--- config.mk ---
export PLATFORM = sky130hd
export DESIGN_NAME = dac_sample_fifo
export DESIGN_NICKNAME = d
export VERILOG_FILES = /design/src/rtl/dsf_pkg.sv /design/src/rtl/dsf_regs.sv /design/src/rtl/dsf_trig.sv /design/src/rtl/dsf_store.sv /design/src/rtl/dac_sample_fifo.sv
export SDC_FILE = /design/constraint.sdc
export NUM_CORES = 1
export LEC_CHECK = 0
export BUFFER_PORTS_ARGS = -buffer_cell sky130_fd_sc_hd__buf_2
export CAP_MARGIN = 20
export CORE_AREA = 4 4 146 148
export CTS_CLUSTER_DIAMETER = 30
export DETAILED_ROUTE_END_ITERATION = 6
export DIE_AREA = 0 0 150 152
export GPL_TIMING_DRIVEN = 1
export PLACE_DENSITY = 0.75
export SETUP_SLACK_MARGIN = 0.1
export SLEW_MARGIN = 20
export SYNTH_ARGS = -nofsm -noshare
export SYNTH_HDL_FRONTEND = slang
export SYNTH_SLANG_ARGS = --single-unit
--- constraint.sdc ---
create_clock -name clk -period 3.6 [get_ports clk]
set_input_delay 0.72 -clock clk [delete_from_list [all_inputs] [get_ports clk]]
set_output_delay 0.72 -clock clk [all_outputs]
set_load 0.01 [all_outputs]
--- src/rtl/dsf_pkg.sv ---
package dsf_pkg;

  typedef enum logic [1:0] {
    MODE_DIRECT = 2'd0,
    MODE_QUEUE  = 2'd1,
    MODE_SWEEP  = 2'd2,
    MODE_SPARE  = 2'd3
  } dsf_mode_e;

  // register word addresses
  localparam logic [2:0] A_CTRL = 3'd0;
  localparam logic [2:0] A_CLR  = 3'd1;
  localparam logic [2:0] A_IEN  = 3'd2;
  localparam logic [2:0] A_DEN  = 3'd3;
  localparam logic [2:0] A_STAT = 3'd4;
  localparam logic [2:0] A_DATA = 3'd5;
  localparam logic [2:0] A_TRIG = 3'd6;
  localparam logic [2:0] A_IDX  = 3'd7;

  // control field positions
  localparam int C_EN   = 0;
  localparam int C_MODE = 1;
  localparam int C_SRC  = 3;
  localparam int C_THR  = 8;

  // status bit positions
  localparam int NFLAG   = 6;
  localparam int F_FULL  = 0;
  localparam int F_EMPTY = 1;
  localparam int F_LOW   = 2;
  localparam int F_SWEEP = 3;
  localparam int F_LOST  = 4;
  localparam int F_STARV = 5;

  localparam logic [NFLAG-1:0] STICKY_MASK = 6'b111000;

endpackage

--- src/rtl/dsf_regs.sv ---
module dsf_regs
  import dsf_pkg::*;
#(
  parameter int DW  = 12,
  parameter int PW  = 4,
  parameter int TW  = 5,
  parameter int BW  = 16
) (
  input  logic             clk,
  input  logic             rst_n,
  input  logic             wen,
  input  logic [2:0]       addr,
  input  logic [BW-1:0]    wdata,
  output logic [BW-1:0]    rdata,
  input  logic [NFLAG-1:0] flags,
  input  logic [PW-1:0]    rd_idx,
  input  logic [PW-1:0]    wr_idx,
  input  logic [DW-1:0]    sample,
  output logic             en,
  output dsf_mode_e        mode,
  output logic             src_sw,
  output logic [TW-1:0]    thr,
  output logic [NFLAG-1:0] ien,
  output logic [1:0]       den,
  output logic             q_clr,
  output logic             blk_clr,
  output logic             data_wr,
  output logic             sw_pulse,
  output logic [NFLAG-1:0] ack_mask
);

  logic unused_wdata;
  assign unused_wdata = ^wdata;

  always_ff @(posedge clk or negedge rst_n) begin
    if (!rst_n) begin
      q_clr   <= 1'b0;
      blk_clr <= 1'b0;
    end else if (wen && addr == A_CLR) begin
      q_clr   <= wdata[0];
      blk_clr <= wdata[1];
    end
  end

  always_ff @(posedge clk or negedge rst_n) begin
    if (!rst_n) begin
      en     <= 1'b0;
      mode   <= MODE_DIRECT;
      src_sw <= 1'b0;
      thr    <= '0;
      ien    <= '0;
      den    <= '0;
    end else if (blk_clr) begin
      en     <= 1'b0;
      mode   <= MODE_DIRECT;
      src_sw <= 1'b0;
      thr    <= '0;
      ien    <= '0;
      den    <= '0;
    end else if (wen) begin
      case (addr)
        A_CTRL: begin
          en     <= wdata[C_EN];
          mode   <= dsf_mode_e'(wdata[C_MODE +: 2]);
          src_sw <= wdata[C_SRC];
          thr    <= wdata[C_THR +: TW];
        end
        A_IEN:   ien <= wdata[NFLAG-1:0];
        A_DEN:   den <= wdata[1:0];
        default: ;
      endcase
    end
  end

  assign data_wr  = wen && (addr == A_DATA) && !blk_clr;
  assign sw_pulse = wen && (addr == A_TRIG) && wdata[0];
  assign ack_mask = (wen && addr == A_STAT) ? (wdata[NFLAG-1:0] & STICKY_MASK) : '0;

  always_comb begin
    rdata = '0;
    case (addr)
      A_CTRL: begin
        rdata[C_EN]         = en;
        rdata[C_MODE +: 2]  = mode;
        rdata[C_SRC]        = src_sw;
        rdata[C_THR +: TW]  = thr;
      end
      A_CLR:  rdata[1:0]       = {blk_clr, q_clr};
      A_IEN:  rdata[NFLAG-1:0] = ien;
      A_DEN:  rdata[1:0]       = den;
      A_STAT: rdata[NFLAG-1:0] = flags;
      A_DATA: rdata[DW-1:0]    = sample;
      A_IDX: begin
        rdata[PW-1:0]    = rd_idx;
        rdata[PW +: PW]  = wr_idx;
      end
      default: rdata = '0;
    endcase
  end

endmodule

--- src/rtl/dsf_trig.sv ---
module dsf_trig (
  input  logic clk,
  input  logic rst_n,
  input  logic blk_clr,
  input  logic hw_trig,
  input  logic sw_pulse,
  input  logic src_sw,
  input  logic en,
  output logic trig_evt
);

  logic s1, s2, s_prev;
  logic hw_rise;

  always_ff @(posedge clk or negedge rst_n) begin
    if (!rst_n) begin
      s1 <= 1'b0; s2 <= 1'b0; s_prev <= 1'b0;
    end else begin
      s1     <= hw_trig;
      s2     <= s1;
      s_prev <= s2;
    end
  end

  assign hw_rise  = s2 & ~s_prev;
  assign trig_evt = en & ~blk_clr & (src_sw ? sw_pulse : hw_rise);

  AST_ONE_STEP_PER_EDGE: assert property (@(posedge clk) disable iff (!rst_n)
    hw_rise |=> !hw_rise);

endmodule

--- src/rtl/dsf_store.sv ---
module dsf_store
  import dsf_pkg::*;
#(
  parameter int DEPTH = 16,
  parameter int DW    = 12,
  parameter int PW    = $clog2(DEPTH),
  parameter int CW    = PW + 1
) (
  input  logic             clk,
  input  logic             rst_n,
  input  logic             blk_clr,
  input  logic             q_clr,
  input  dsf_mode_e        mode,
  input  logic [CW-1:0]    thr,
  input  logic             push,
  input  logic [DW-1:0]    push_data,
  input  logic             trig,
  input  logic [NFLAG-1:0] ack_mask,
  output logic [DW-1:0]    dac_out,
  output logic [NFLAG-1:0] flags,
  output logic [PW-1:0]    rd_idx,
  output logic [PW-1:0]    wr_idx
);

  localparam logic [CW-1:0] FULL_CNT = CW'(DEPTH);

  // next sweep step: {next_up, period_done, next_index}
  function automatic logic [PW+1:0] sweep_step(input logic [PW-1:0] cur,
                                               input logic [PW-1:0] top,
                                               input logic up);
    logic [PW-1:0] nxt;
    logic          dn;
    logic          nup;
    if (top == '0) begin
      nxt = '0; dn = 1'b1; nup = 1'b1;
    end else if (up && cur != top) begin
      nxt = cur + 1'b1; dn = 1'b0; nup = 1'b1;
    end else begin
      nxt = cur - 1'b1; dn = (nxt == '0); nup = dn;
    end
    return {nup, dn, nxt};
  endfunction

  function automatic logic [CW-1:0] next_count(input logic [CW-1:0] c,
                                               input logic inc, input logic dec);
    return c + CW'(inc) - CW'(dec);
  endfunction

  logic [DW-1:0] mem [DEPTH];
  logic [CW-1:0] cnt, cnt_d;
  logic          dir_up;
  logic          full_q, empty_q, low_q, sweep_q, lost_q, starv_q;

  logic          queue_on, sweep_on, hold;
  logic          push_ok, lost_evt, trig_ok, starv_evt, pop_evt, sweep_evt, period_evt;
  logic [PW-1:0] top_idx;
  logic [PW+1:0] step;

  assign queue_on   = (mode == MODE_QUEUE) || (mode == MODE_SWEEP);
  assign sweep_on   = (mode == MODE_SWEEP);
  assign hold       = blk_clr | q_clr;
  assign push_ok    = push & queue_on & ~hold & (cnt != FULL_CNT);
  assign lost_evt   = push & queue_on & ~hold & (cnt == FULL_CNT);
  assign trig_ok    = trig & queue_on & ~hold;
  assign starv_evt  = trig_ok & (cnt == '0);
  assign pop_evt    = trig_ok & (cnt != '0) & ~sweep_on;
  assign sweep_evt  = trig_ok & (cnt != '0) & sweep_on;
  assign top_idx    = wr_idx - 1'b1;
  assign step       = sweep_step(rd_idx, top_idx, dir_up);
  assign period_evt = sweep_evt & step[PW];
  assign cnt_d      = next_count(cnt, push_ok, pop_evt);

  always_ff @(posedge clk) begin
    if (push_ok) mem[wr_idx] <= push_data;
  end

  always_ff @(posedge clk or negedge rst_n) begin
    if (!rst_n) begin
      cnt <= '0; rd_idx <= '0; wr_idx <= '0; dir_up <= 1'b1;
      full_q <= 1'b0; empty_q <= 1'b1; low_q <= 1'b1;
      sweep_q <= 1'b0; lost_q <= 1'b0; starv_q <= 1'b0;
    end else if (hold) begin
      cnt <= '0; rd_idx <= '0; wr_idx <= '0; dir_up <= 1'b1;
      full_q <= 1'b0; empty_q <= 1'b1; low_q <= 1'b1;
      sweep_q <= 1'b0; lost_q <= 1'b0; starv_q <= 1'b0;
    end else begin
      cnt <= cnt_d;
      if (push_ok) wr_idx <= wr_idx + 1'b1;
      if (pop_evt) rd_idx <= rd_idx + 1'b1;
      if (sweep_evt) begin
        rd_idx <= step[PW-1:0];
        dir_up <= step[PW+1];
      end
      if (!sweep_on) begin
        full_q  <= (cnt_d == FULL_CNT);
        empty_q <= (cnt_d == '0);
        low_q   <= (cnt_d <= thr);
      end
      sweep_q <= (sweep_q & ~ack_mask[F_SWEEP]) | period_evt;
      lost_q  <= (lost_q  & ~ack_mask[F_LOST])  | lost_evt;
      starv_q <= (starv_q & ~ack_mask[F_STARV]) | starv_evt;
    end
  end

  always_ff @(posedge clk or negedge rst_n) begin
    if (!rst_n) dac_out <= '0;
    else if (blk_clr) dac_out <= '0;
    else if (push && !queue_on) dac_out <= push_data;
    else if (pop_evt || sweep_evt) dac_out <= mem[rd_idx];
  end

  always_comb begin
    flags          = '0;
    flags[F_FULL]  = full_q;
    flags[F_EMPTY] = empty_q;
    flags[F_LOW]   = low_q;
    flags[F_SWEEP] = sweep_q;
    flags[F_LOST]  = lost_q;
    flags[F_STARV] = starv_q;
  end

  AST_NO_OVERFLOW: assert property (@(posedge clk) disable iff (!rst_n)
    cnt <= FULL_CNT);
  AST_LOST_KEEPS_WIDX: assert property (@(posedge clk) disable iff (!rst_n)
    lost_evt |=> $stable(wr_idx));
  AST_STARVED_KEEPS_OUT: assert property (@(posedge clk) disable iff (!rst_n)
    starv_evt |=> ($stable(dac_out) && $stable(rd_idx)));
  AST_SWEEP_FLAGS_FROZEN: assert property (@(posedge clk) disable iff (!rst_n)
    (sweep_on && $past(sweep_on) && !$past(hold)) |-> $stable({full_q, empty_q, low_q}));
  AST_PERIOD_ENDS_AT_ZERO: assert property (@(posedge clk) disable iff (!rst_n)
    period_evt |=> (rd_idx == '0));

endmodule

--- src/rtl/dac_sample_fifo.sv ---
module dac_sample_fifo
  import dsf_pkg::*;
#(
  parameter int DEPTH = 16,
  parameter int DW    = 12,
  parameter int BW    = 16
) (
  input  logic          clk,
  input  logic          rst_n,
  input  logic          reg_wen,
  input  logic [2:0]    reg_addr,
  input  logic [BW-1:0] reg_wdata,
  output logic [BW-1:0] reg_rdata,
  input  logic          hw_trig,
  output logic [DW-1:0] dac_out,
  output logic          irq,
  output logic          dma_req
);

  localparam int PW = $clog2(DEPTH);
  localparam int CW = PW + 1;

  dsf_mode_e        mode;
  logic             en, src_sw, q_clr, blk_clr, data_wr, sw_pulse, trig_evt;
  logic [CW-1:0]    thr;
  logic [NFLAG-1:0] ien, ack_mask, flags;
  logic [1:0]       den;
  logic [PW-1:0]    rd_idx, wr_idx;

  dsf_regs #(.DW(DW), .PW(PW), .TW(CW), .BW(BW)) u_regs (
    .clk(clk), .rst_n(rst_n), .wen(reg_wen), .addr(reg_addr), .wdata(reg_wdata),
    .rdata(reg_rdata), .flags(flags), .rd_idx(rd_idx), .wr_idx(wr_idx),
    .sample(dac_out), .en(en), .mode(mode), .src_sw(src_sw), .thr(thr),
    .ien(ien), .den(den), .q_clr(q_clr), .blk_clr(blk_clr),
    .data_wr(data_wr), .sw_pulse(sw_pulse), .ack_mask(ack_mask)
  );

  dsf_trig u_trig (
    .clk(clk), .rst_n(rst_n), .blk_clr(blk_clr), .hw_trig(hw_trig),
    .sw_pulse(sw_pulse), .src_sw(src_sw), .en(en), .trig_evt(trig_evt)
  );

  dsf_store #(.DEPTH(DEPTH), .DW(DW), .PW(PW), .CW(CW)) u_store (
    .clk(clk), .rst_n(rst_n), .blk_clr(blk_clr), .q_clr(q_clr), .mode(mode),
    .thr(thr), .push(data_wr), .push_data(reg_wdata[DW-1:0]), .trig(trig_evt),
    .ack_mask(ack_mask), .dac_out(dac_out), .flags(flags),
    .rd_idx(rd_idx), .wr_idx(wr_idx)
  );

  assign irq     = |(flags & ien);
  assign dma_req = (den[0] & flags[F_EMPTY]) | (den[1] & flags[F_LOW]);

endmodule

**Yosys cells after proc, flatten, opt, wreduce, memory -nomap -nowiden**

Memory sizes are Yosys's and may differ from the RTL's.
Cells that the tools add are included.

- Add/subtract/negate cells: 6
- Order comparisons: 1
- Equal/unequal tests: 14
- Multiplexer cells: 54
- Bitwise operators: 32
- Reductions and logical operators: 30

Operator list:

| cell | number |
|---|---|
| 12-bit 2-to-1 mux | 3 |
| 4-bit 2-to-1 mux | 7 |
| 1-bit 2-to-1 mux | 25 |
| 6-bit 2-to-1 mux | 4 |
| 5-bit 2-to-1 mux | 4 |
| 1-bit bitwise AND | 19 |
| 2-bit case mux with 7 select lines | 1 |
| 3-bit equality test, second input constant | 4 |
| 2-bit 2-to-1 mux | 6 |
| 2-bit nonzero test | 6 |
| 5-bit equality test, second input constant | 2 |
| 5-bit logical NOT | 2 |
| 2-bit case mux with 5 select lines | 1 |
| 4-bit by 1-bit adder with 4-bit output, second input constant | 2 |
| 1-bit logical AND | 8 |
| 4-bit logical NOT | 2 |
| 2-bit case mux with 4 select lines | 1 |
| 4-bit case mux with 2 select lines | 1 |
| 4-bit by 1-bit subtractor with 4-bit output, second input constant | 2 |
| 1-bit inverter | 7 |
| 6-bit bitwise AND | 1 |
| 3-bit by 2-bit equality test with 1-bit output, second input constant | 2 |
| 2-bit AND reduction | 3 |
| 3-bit nonzero test | 2 |
| other kinds (16) | 22 |

- Bits in registers: 54
- Bits in writable memories: 192
- Output and inout bits: 30
- Word-level logic and storage cells: 160
- Memories: 1

Memories:

| memory | words | width | rd ports | clocked after Yosys merged registers in | wr ports | RTL line | text |
|---|---|---|---|---|---|---|---|
| u_store.mem | 16 | 12 | 1 | 0 | 1 | dsf_store.sv:49 | `logic [DW-1:0] mem [DEPTH];` |

**Depth between registers and ports, before layout**

Gate-level depths: netlist of run 1.

- Depth in word-level cells: 13
- Gate-level depth with buffers: 20
- Gate-level depth less buffers: 20

**By module**

From an unflattened synthesis of run 1, not the netlist that was laid out.

- Cells, all modules: 679
- Area, all modules: 10915.5 um2

Modules (own cells, without submodules):

| module | times used | cells an instance | area an instance (um2) | seq. area each (um2) |
|---|---|---|---|---|
| dsf_store | 1 | 536 | 9504.1 | 6570.1 |
| dsf_regs | 1 | 131 | 1275.0 | 475.5 |
| dsf_trig | 1 | 7 | 98.8 | 75.1 |
| dac_sample_fifo | 1 | 5 | 37.5 | 0.0 |

**Worst setup path before layout of run 1**

Ideal clock, no wire load.

- Path kind: input to register
- From: input port reg_addr[1]
- To: register u_store.low_q
- Setup time: 89 ps
- Data arrival time: 3887 ps
- Required time: 3511 ps
- Slack: -376 ps
- Stages on the path: 19
- Buffers on the path: 1
- Cell sequence: buf_2 > nand2_1 > o31a_1 > or3_4 > nor2_1 > ha_1 > inv_1 > ha_1 > inv_1 > fa_1 > nand2b_1 > a21oi_1 > nor2_1 > xor2_1 > inv_1 > ha_1 > and4_1 > a221oi_1 > o21ai_0

- Word-level cells in the longest chain between the ends: 13

Ends and longest elaborated chain:

| what | RTL line | text |
|---|---|---|
| start, declared | dac_sample_fifo.sv:11 | `input logic [2:0] reg_addr,` |
| parallel branches: the longest is 9 deep, another holds 5-bit by 1-bit adder with 5-bit output | -- |  |
| 5-bit by 1-bit subtractor with 5-bit output * | dsf_store.sv:46 | `return c + CW'(inc) - CW'(dec);` |
| 5-bit <= comparator * | dsf_store.sv:97 | `low_q <= (cnt_d <= thr);` |
| 1-bit 2-to-1 mux * | dsf_store.sv:94 | `if (!sweep_on) begin` |
| 1-bit 2-to-1 mux * | dsf_store.sv:82 | `end else if (hold) begin` |
| end signal, assigned | dsf_store.sv:97 |  |
| end, declared | dsf_store.sv:52 | `logic full_q, empty_q, low_q, sweep_q, lost_q, starv_q;` |

Every way passes the cells marked *. The select of a mux whose other input is x is not followed.
A chain may end at the register's enable or synchronous reset.

**Worst setup path in the final report of run 1**

- From: register u_regs.mode[1]
- To: register u_store.low_q

- Word-level cells in the longest chain between the ends: 10

Ends and longest elaborated chain:

| what | RTL line | text |
|---|---|---|
| start, declared | dsf_regs.sv:20 | `output dsf_mode_e mode,` |
| start signal, assigned | dsf_regs.sv:64 | `mode <= dsf_mode_e'(wdata[C_MODE +: 2]);` |
| 2-bit by 1-bit equality test with 1-bit output / 2-bit equality test (equally long branches) | dsf_store.sv:59, dsf_store.sv:60 |  |
| 1-bit logical OR | dsf_store.sv:59 | `assign queue_on = (mode == MODE_QUEUE) \|\| (mode == MODE_SWEEP);` |
| 1-bit bitwise AND, on equally long branches (2 in series) | dsf_store.sv:62, dsf_store.sv:64 |  |
| 1-bit bitwise AND, on equally long branches | dsf_store.sv:62, dsf_store.sv:66 |  |
| 5-bit by 1-bit adder with 5-bit output / 1-bit bitwise AND (equally long branches) | dsf_store.sv:46, dsf_store.sv:66 |  |
| 5-bit by 1-bit subtractor with 5-bit output | dsf_store.sv:46 |  |
| 5-bit <= comparator | dsf_store.sv:97 |  |
| 1-bit 2-to-1 mux | dsf_store.sv:94 |  |
| 1-bit 2-to-1 mux | dsf_store.sv:82 |  |

Parallel ways exist; a longest one is shown, timed or not. The select of a mux whose other input is x is not followed.

==> impl_metrics.ini, run 1 <==
[synth]
syn_area_mm2 = 0.0108
syn_inst = 670
async_flop_share_pct = 22.0
yosys.area.top_type = edfxtp_1
synth-edff-count = 192
ys_warn_count = 0
synth_cell_types = 65
synth_seq_cells = 246
yosys-top-cells-area = edfxtp_1 (53%), mux4_2 (13%), dfrtp_1 (12%), mux2i_1 (2.6%), ha_1 (2.4%)
synth-seq-area-share_pct = 65.7
synth_top_area_share_pct = 53.2
synthFlopType = edfxtp_1
avgSynthCellArea_um2 = 16.2

[die]
core_area_mm2 = 0.0200
die_h_um = 152
rows = 52
initial_core_util_pct = 54.0
dieArea_mm2 = 0.0228
fp.dieW_um = 150
io-pin-count = 53

[setup_path]
crit_slowest_cell = dfrtp_1
path_cells = ha_4 -> inv_2 -> o2111ai_2 -> or3_4 -> nor2_2 -> ha_1 -> inv_1 -> ha_2 -> inv_1 -> fa_2 -> nand2b_4 -> a21oi_2 -> nor2_1 -> xor2_1 -> inv_1 -> ha_4 -> and4_1 -> a221oi_2 -> o21ai_1
slowest_delay_ps = 410
cp_num_buf_inv = 4
crit_path_start_kind = flip-flop
worstPathMaxFanout = 2
cp-end-kind = flip-flop
cpMostUsedCell = inv_1
critPathTopFamily = adder cells
crit_type = reg -> reg
worst_ep_arrival_time_ps = 3960
crit_required_ps = 4040

[routing]
drt_iter0_drc = 555
routed_wl_um = 26900
final_antenna_net_count = 0
first_pass_iters = 5
drt_drc_violations_left = 0
vias_per_cell = 6.01
wl_per_cell_um = 24.8
vias = 6530

[clock_tree]
cts_sinks = 246
clk_path_buf_depth = 3
worstSkewPairLatency_ps = 540
cts_hold_buf = 0
cts_root_buf = clkbuf_16
numCtsBuffers = 43
clkSlewWorstSetupHoldPaths_ps = 40
cts_tree = built
ctsHtreeMaxLevel = 2

[timing]
worstMarginPinSlew_ps = 998
drv_slew = 0
max_freq_ghz = 0.284
fin_crit_sh_pct = 97.7
fin_skew_ps = 33.3
slew_headroom_pct = 33.4
setup_violations = 0
post-route-min-period_ps = 3520
hold_viol_final = 0
rsz0062_at_grt = yes
fin_ws_ps = 84.1

[global_route]
grt_overflow = 0
grt_pass1_vias = 6806
grt_pass1_wl_um = 41400
grt.total_usage_pct = 24.3
antenna_found_initial = 0
grt_max_degree = 55

[power]
vdd_drop_max_mv = 0.435
p_leak_nw = 4.77
p_per_area_mw_per_mm2 = 562

[final_layout]
n_antenna_cell = 0
layout-drive-gt1-share_pct = 32.7
fin_area_mm2 = 0.0133
area_delta_synth_final_pct = 22.6
nNetsFinal = 827
layout_common_cells = edfxtp_1 (192), mux4_2 (61), nor2_1 (56), buf_4 (50), dfrtp_1 (49)
final_common_cell = edfxtp_1
fin_cells = 1086

[flow_run]
maxCapViolations = 0

[placed_design]
gp_congestion = 0.911
post-place-ws_ps = -413
dp_hpwl_um = 16500
dp.cells = 1005
place.port_buffers = 46
postPlaceCellArea_mm2 = 0.0118

[outcome]
status = finished clean

[min_path]
hold_class = in -> reg
## where the power goes
part           internal (mW)  switching (mW)  leakage (nW)  total (mW)
sequential              3.11          0.0404          2.45        3.15
combinational          0.127           0.228          1.64       0.355
clock                   2.54            1.41         0.683        3.96
## per-stage QoR
stage / power, mW / hold slack (ps) / util [%] / setup TNS (ps)
after floorplan: 3.37 / 331 / - / -235
after global routing: 7.68 / 302 / 66.2 / -113
after global placement: 3.53 / 337 / 58.8 / -348
after detailed placement: 3.54 / 347 / 58.8 / -460
after CTS: 7.49 / 306 / 66.1 / 0
final: 7.46 / 317 / 66.2 / 0
## flip-flops by register name (all words and copies together), names as in the netlist, 2 cells and up
| signal | count |
|---|---|
| u_regs.den | 2 |
| u_store.rd_idx | 4 |
| u_regs.mode | 2 |
| u_regs.thr | 5 |
| u_store.dac_out | 12 |
| u_store.mem | 192 |
| u_store.wr_idx | 4 |
| u_regs.ien | 6 |
| u_store.cnt | 5 |
## worst paths after layout
kind                       cells after the start                       endpoint                        from  slack, ps
min in group asynchronous                      2      u_regs.thr[4]$_DFFE_PN0P_                       rst_n        360
max in group asynchronous                      2  u_store.rd_idx[0]$_DFFE_PN0P_                       rst_n       2680
min reg2reg                                    0            u_trig.s2$_DFF_PN0_         u_trig.s1$_DFF_PN0_        360
max reg2reg                                   19      u_store.low_q$_DFFE_PN1P_  u_regs.mode[1]$_DFFE_PN0P_         80
max                                           19      u_store.low_q$_DFFE_PN1P_  u_regs.mode[1]$_DFFE_PN0P_         80
min                                            1            u_trig.s1$_DFF_PN0_                     hw_trig        320
## what timing repair did
action,in CTS,in global routing
buffers inserted,2,0
endpoints found under the setup margin,1,1
pin swaps,5,0
resized for setup,6,3
## per-layer routing
metal	GRT usage, %	routed length [um]	part of all wire (%)	vias to the layer above
li1	-	-	-	2816
met1	32.9	10400	39	3356
met2	40.2	13900	52	299
met3	4.47	1910	7.1	59
met4	7.84	690	2.6	0
met5	0	0	0	-
## cell usage after synthesis (all sizes together), types with 2 or more instances
cell / instances
buf: 20
nor4: 2
nor2: 57
nor4b: 2
mux4: 62
o22ai: 2
inv: 33
nor2b: 6
a22oi: 12
and2: 10
xnor2: 9
mux2i: 28
xor2: 5
a21oi: 17
nand4: 2
or2: 2
or3: 3
a21o: 2
o21ai: 8
dfrtp: 51
nor3b: 2
dfstp: 3
nand2: 34
o21a: 3
nand2b: 2
and4: 4
mux2: 3
clkbuf: 18
nor3: 12
ha: 21
edfxtp: 192
a211oi: 15
a22o: 2
nand3: 6
## layout make-up
| class | instances | area (um^2) |
|---|---|---|
| Sequential cell | 246 | 7130 |
| Fill cell | 1429 | 6770 |
| Multi-Input combinational cell | 355 | 3510 |
| Tap cell | 270 | 338 |
| Timing Repair Buffer | 103 | 746 |
| Clock buffer | 53 | 1120 |
| Clock inverter | 26 | 305 |
| Inverter | 33 | 124 |
## kinds of logic after synthesis
kind of cell	Yosys count	synth area share [%]
DFF	246	65.7
and+or+nand+nor	148	6.85
muxes	93	15.8
AOI/OAI and AO/OA	75	4.92
buffers and inverters	71	2.88
adders and majority gates	22	2.61
xor gates and xnor gates	14	1.13
other	1	0.0346
(Power assumes the default switching activity.)
==> inputs of run 2 (changes only) <==
--- a/config.mk
+++ b/config.mk
@@ -7,10 +7,12 @@
 export LEC_CHECK = 0
 export BUFFER_PORTS_ARGS = -buffer_cell sky130_fd_sc_hd__buf_2
 export CAP_MARGIN = 20
-export CORE_AREA = 4 4 146 148
+export CELL_PAD_IN_SITES_DETAIL_PLACEMENT = 1
+export CELL_PAD_IN_SITES_GLOBAL_PLACEMENT = 2
+export CORE_AREA = 4 4 168 170
 export CTS_CLUSTER_DIAMETER = 30
 export DETAILED_ROUTE_END_ITERATION = 6
-export DIE_AREA = 0 0 150 152
+export DIE_AREA = 0 0 172 174
 export GPL_TIMING_DRIVEN = 1
 export PLACE_DENSITY = 0.75
 export SETUP_SLACK_MARGIN = 0.1
==> run 2 against run 1 <==
  * Non-clock buffer count fell by 1
  * Sequential power barely moved
  * Design area rose by 2.2%
  * Via count fell by 0.80%
  * Sequential cell count did not move
  * Global-route usage fell by 4.7 points
  * Fmax fell by 1.9%
  * Worst setup slack got worse by 69 ps
  * Sequential share of layout area fell by 1.2 points
  * Clock skew fell by 15 ps
  * Core utilization fell by 15 points
  * Critical path depth did not move
  * Critical path type unchanged
  * Critical endpoint unchanged
  * Highest routed layer unchanged
==> impl_metrics.ini, run 2 (synthesis gave the netlist of run 1 again) <==
[routing]
dr.max_layer_used = met4
drt_drc_violations_left = 0
drt_iter0_drc = 465
vias = 6478
first_pass_iters = 4
met2_length_um = 15100
m1WireLength_um = 11700
wl_per_cell_um = 24.8
wl_met3_um = 1280
final_antenna_net_count = 0
vias_per_cell = 5.55
routed_wl_um = 28900

[final_layout]
n_antenna_cell = 0
final_common_cell = edfxtp_1
layout_common_cells = edfxtp_1 (192), mux4_2 (61), nor2_1 (56), buf_4 (50)
layout-drive-gt1-share_pct = 33.8
area_delta_synth_final_pct = 25.3
fill_cells = 2581
largest_register_ffs = 192
largest_registers = u_store.mem: 192 flops, u_store.dac_out: 12 flops, u_regs.ien: 6 flops
nNetsFinal = 831
regMostFlops = u_store.mem

[timing]
fin_skew_ps = 18.1
drv_slew = 0
whs_ps = 306
post-route-min-period_ps = 3590
hold_viol_final = 0
worstMarginPinSlew_ps = 995
rsz0062_at_grt = yes
max_freq_ghz = 0.279
setup_violations = 0
slew_headroom_pct = 33.6
fin_crit_sh_pct = 99.6

[setup_path]
cp-end-kind = flip-flop
crit_path_start_kind = flip-flop
cp_num_buf_inv = 5
worst_ep_arrival_time_ps = 4050
slowest_delay_ps = 530
crit_slowest_cell = fa_2
path_cells = inv_2 -> ha_4 -> inv_2 -> o2111ai_2 -> or3_4 -> nor2_4 -> ha_4 -> inv_2 -> ha_4 -> inv_2 -> fa_2 -> inv_1 -> ha_4 -> nor2b_1 -> o21a_1 -> o21a_1 -> o21ai_1 -> a221oi_2 -> o21ai_1
critPathTopFamily = adder cells
crit_type = reg -> reg
crit_required_ps = 4060
worstPathMaxFanout = 2

[clock_tree]
cts_root_buf = clkbuf_16
clk_path_buf_depth = 3
cts_sinks = 246
cts_tree = built
cts_hold_buf = 0
clkSlewWorstSetupHoldPaths_ps = 50
ctsHtreeMaxLevel = 2
numCtsBuffers = 48
worstSkewPairLatency_ps = 550

[global_route]
grt_pass1_vias = 7099
grt_max_degree = 42
grt.total_usage_pct = 19.6
grt_overflow = 0
antenna_found_initial = 0
grt_pass1_wl_um = 43800

[min_path]
hold_class = in -> reg

[die]
rows = 60
core_area_mm2 = 0.0267
fp.dieW_um = 172
initial_core_util_pct = 40.5
dieArea_mm2 = 0.0299
io-pin-count = 53
die_h_um = 174

[power]
p_leak_nw = 4.86
p_per_area_mw_per_mm2 = 587
vdd_drop_max_mv = 0.426
finalPower_mw = 7.96

[placed_design]
place.port_buffers = 46
dp_hpwl_um = 18600
gp_congestion = 0.797

[flow_run]
maxCapViolations = 0

[outcome]
status = finished clean
==> run 2: metal layers <==
metal	vias to the layer above	track usage (%)
met5	-	0
met4	0	6.98
met3	61	3.37
met2	192	33.8
met1	3390	24.7
li1	2835	-
==> run 2: path summary, 6_finish.rpt <==
check	start	slack, ps	cells after the start	endpoint
hold reg to reg	u_trig.s1$_DFF_PN0_	350	0	u_trig.s2$_DFF_PN0_
hold / removal	hw_trig	310	1	u_trig.s1$_DFF_PN0_
setup reg to reg	u_regs.mode[0]$_DFFE_PN0P_	10	19	u_store.low_q$_DFFE_PN1P_
setup / recovery	u_regs.mode[0]$_DFFE_PN0P_	10	19	u_store.low_q$_DFFE_PN1P_
min in group asynchronous	rst_n	340	1	u_store.rd_idx[0]$_DFFE_PN0P_
max in group asynchronous	rst_n	2480	2	u_regs.ien[4]$_DFFE_PN0P_
==> run 2: per-stage QoR <==
step           setup slack, ps  instance area [um^2]  cells  util (%)  setup TNS (ps)
6_report                  14.6                 13600   1167      50.8               0
5_1_grt                   -179                 13600   1167      50.8            -179
4_1_cts                  -47.3                 13500   1166      50.7           -47.3
3_5_place_dp              -447                 11800   1075      44.3            -478
3_3_place_gp              -449                 11800   1075      44.3            -466
2_1_floorplan             -235                 10900    672         -            -235
==> run 2: cell type report <==
class | instances | area (um^2) | share of cell area, %
inverter | 33 | 124 | 0.913
clock inverter | 35 | 395 | 2.91
timing repair buffer | 102 | 726 | 5.35
clock buffer | 55 | 1250 | 9.20
sequential | 246 | 7130 | 52.5
multi-input combinational | 355 | 3520 | 26.0
tap | 341 | 427 | 3.14
==> run 2: repair_timing <==
| item | CTS | global route |
|---|---|---|
| endpoints found under the setup margin | 1 | 1 |
| resized for setup | 10 | 1 |
| setup buffers | 1 | 1 |
| pin swaps | 9 | 8 |
| gates cloned | 0 | 0 |
==> run 2: where the power goes <==
group / total (mW) / leakage, nW / switching, mW / internal [mW]
Clock: 4.45 / 0.791 / 1.50 / 2.95
Combinational: 0.352 / 1.62 / 0.228 / 0.124
Sequential: 3.16 / 2.45 / 0.0445 / 3.11
Total: 7.96 / 4.86 / 1.78 / 6.18
==> inputs of run 3 (changes only) <==
--- a/config.mk
+++ b/config.mk
@@ -9,12 +9,12 @@
 export CAP_MARGIN = 20
 export CELL_PAD_IN_SITES_DETAIL_PLACEMENT = 1
 export CELL_PAD_IN_SITES_GLOBAL_PLACEMENT = 2
-export CORE_AREA = 4 4 168 170
+export CORE_AREA = 4 4 181 183
 export CTS_CLUSTER_DIAMETER = 30
 export DETAILED_ROUTE_END_ITERATION = 6
-export DIE_AREA = 0 0 172 174
+export DIE_AREA = 0 0 185 187
 export GPL_TIMING_DRIVEN = 1
-export PLACE_DENSITY = 0.75
+export PLACE_DENSITY = 0.66
 export SETUP_SLACK_MARGIN = 0.1
 export SLEW_MARGIN = 20
 export SYNTH_ARGS = -nofsm -noshare
==> run 3 against run 2 <==
  * Worst setup slack improved by 2.3 ps
  * Core utilization is 6.2 points lower
  * First-iteration DRC count decreased by 25%
  * Combinational power up 3%
  * Fmax about the same
  * Via count shrank 0.36%
  * Critical path depth did not move
  * Sequential cell count stayed put
  * Global-route usage fell by 2.4 points
  * Design area increased by 2.5%
  * Clock skew increased by 1.1 ps
  * Wire length grew 2.6%
==> impl_metrics.ini, run 3 (synthesis gave the netlist of run 1 again) <==
[timing]
fin_skew_ps = 19.2
drv_slew = 0
post-route-min-period_ps = 3580
setup_violations = 0
worstMarginPinSlew_ps = 992
fin_ws_ps = 16.9
slew_headroom_pct = 33.5
rsz0062_at_grt = yes
max_freq_ghz = 0.279
fin_crit_sh_pct = 99.5
hold_viol_final = 0

[die]
io-pin-count = 53
rows = 65
die_h_um = 187
fp.dieW_um = 185
core_area_mm2 = 0.0312
dieArea_mm2 = 0.0346
initial_core_util_pct = 34.7

[clock_tree]
cts_hold_buf = 0
cts_tree = built
clk_path_buf_depth = 3
cts_sinks = 246
cts_root_buf = clkbuf_16
ctsHtreeMaxLevel = 2
numCtsBuffers = 53
clkSlewWorstSetupHoldPaths_ps = 40
worstSkewPairLatency_ps = 550

[routing]
vias_per_cell = 5.21
first_pass_iters = 4
vias = 6455
wl_per_cell_um = 23.9
final_antenna_net_count = 0
drt_drc_violations_left = 0
routed_wl_um = 29700
drt_iter0_drc = 351

[setup_path]
crit_slowest_cell = or3_4
worstPathMaxFanout = 2
critPathTopFamily = adder cells
crit_required_ps = 4060
cp_num_buf_inv = 4
cp-end-kind = flip-flop
path_cells = ha_4 -> inv_4 -> o2111ai_4 -> or3_4 -> nor2_4 -> ha_4 -> inv_2 -> ha_4 -> inv_2 -> fa_2 -> nand2b_4 -> a21oi_4 -> nor2_4 -> xor2_2 -> inv_2 -> ha_4 -> and4_4 -> a221oi_2 -> o21ai_1
slowest_delay_ps = 420
crit_path_start_kind = flip-flop
cpMostUsedCell = ha_4
worst_ep_arrival_time_ps = 4050
crit_type = reg -> reg

[placed_design]
dp.cells = 1131
dp_hpwl_um = 19200
place.port_buffers = 46
post-place-ws_ps = -459
gp_congestion = 0.839

[final_layout]
n_antenna_cell = 0
largest_register_ffs = 192
fin_cells = 1240
largest_registers = u_store.mem: 192 flops, u_store.dac_out: 12 flops, u_regs.ien: 6 flops
utilization_pct = 44.5
area_delta_synth_final_pct = 28.4
regMostFlops = u_store.mem
final_common_cell = edfxtp_1
layout-drive-gt1-share_pct = 36.0
nNetsFinal = 838
fill_cells = 3110
layout_common_cells = edfxtp_1 (192), mux4_2 (61), buf_4 (56), nor2_1 (54), clkbuf_16 (53)

[min_path]
hold_class = in -> async

[global_route]
grt_max_degree = 41
grt_pass1_vias = 7362
grt_overflow = 0
grt.total_usage_pct = 17.2
antenna_found_initial = 0
grt_pass1_wl_um = 45100

[power]
p_leak_nw = 4.98
finalPower_mw = 8.46
vdd_drop_max_mv = 0.413
p_per_area_mw_per_mm2 = 608

[flow_run]
maxCapViolations = 0

[outcome]
status = finished clean
==> run 3: through the flow <==
| step | hold WS, ps | TNS, ps | cell area [um^2] |
|---|---|---|---|
| floorplan | 331 | -235 | 10900 |
| global placement | 355 | -449 | 11800 |
| detailed placement | 359 | -478 | 11800 |
| CTS | 272 | 0 | 13800 |
| global route | 205 | -198 | 13900 |
| finish | 173 | 0 | 13900 |
==> run 3: timing repair <==
item	CTS	global route
buffers inserted	6	5
gates resized for setup	8	19
pin swaps	3	12
setup endpoints to repair	1	2
==> run 3: path summary, 6_finish.rpt <==
path	from	endpoint	slack [ps]	cells after the start
max	u_regs.mode[1]$_DFFE_PN0P_	u_store.low_q$_DFFE_PN1P_	20	19
max in group asynchronous	rst_n	u_regs.den[1]$_DFFE_PN0P_	2770	2
min in group clk	hw_trig	u_trig.s1$_DFF_PN0_	290	1
max reg2reg	u_regs.mode[1]$_DFFE_PN0P_	u_store.low_q$_DFFE_PN1P_	20	19
min	rst_n	u_store.rd_idx[0]$_DFFE_PN0P_	170	1
min reg2reg	u_trig.s1$_DFF_PN0_	u_trig.s2$_DFF_PN0_	360	0
==> run 3: area by class of cell <==
class / count / area [um^2] / area share (%)
clock buffers: 58 / 1350 / 9.67
clock inverters: 42 / 507 / 3.64
inverters: 33 / 126 / 0.909
multi-input cells: 355 / 3600 / 25.9
flip-flops and latches: 246 / 7130 / 51.2
well taps: 402 / 503 / 3.62
repair buffers: 104 / 697 / 5.01
==> run 3: power breakdown <==
group / switching (mW) / total [mW] / internal [mW] / leakage (nW)
registers: 0.0477 / 3.16 / 3.11 / 2.45
logic: 0.231 / 0.364 / 0.132 / 1.64
clock network: 1.62 / 4.93 / 3.31 / 0.896
==> run 3: routing by layer <==
layer / vias up / part of all wire [%] / track usage (%)
met5: - / 0 / 0
li1: 2841 / - / -
met1: 3364 / 42 / 22.3
met2: 193 / 51 / 29.4
met4: 0 / 2.8 / 5.42
met3: 57 / 5.1 / 3.25
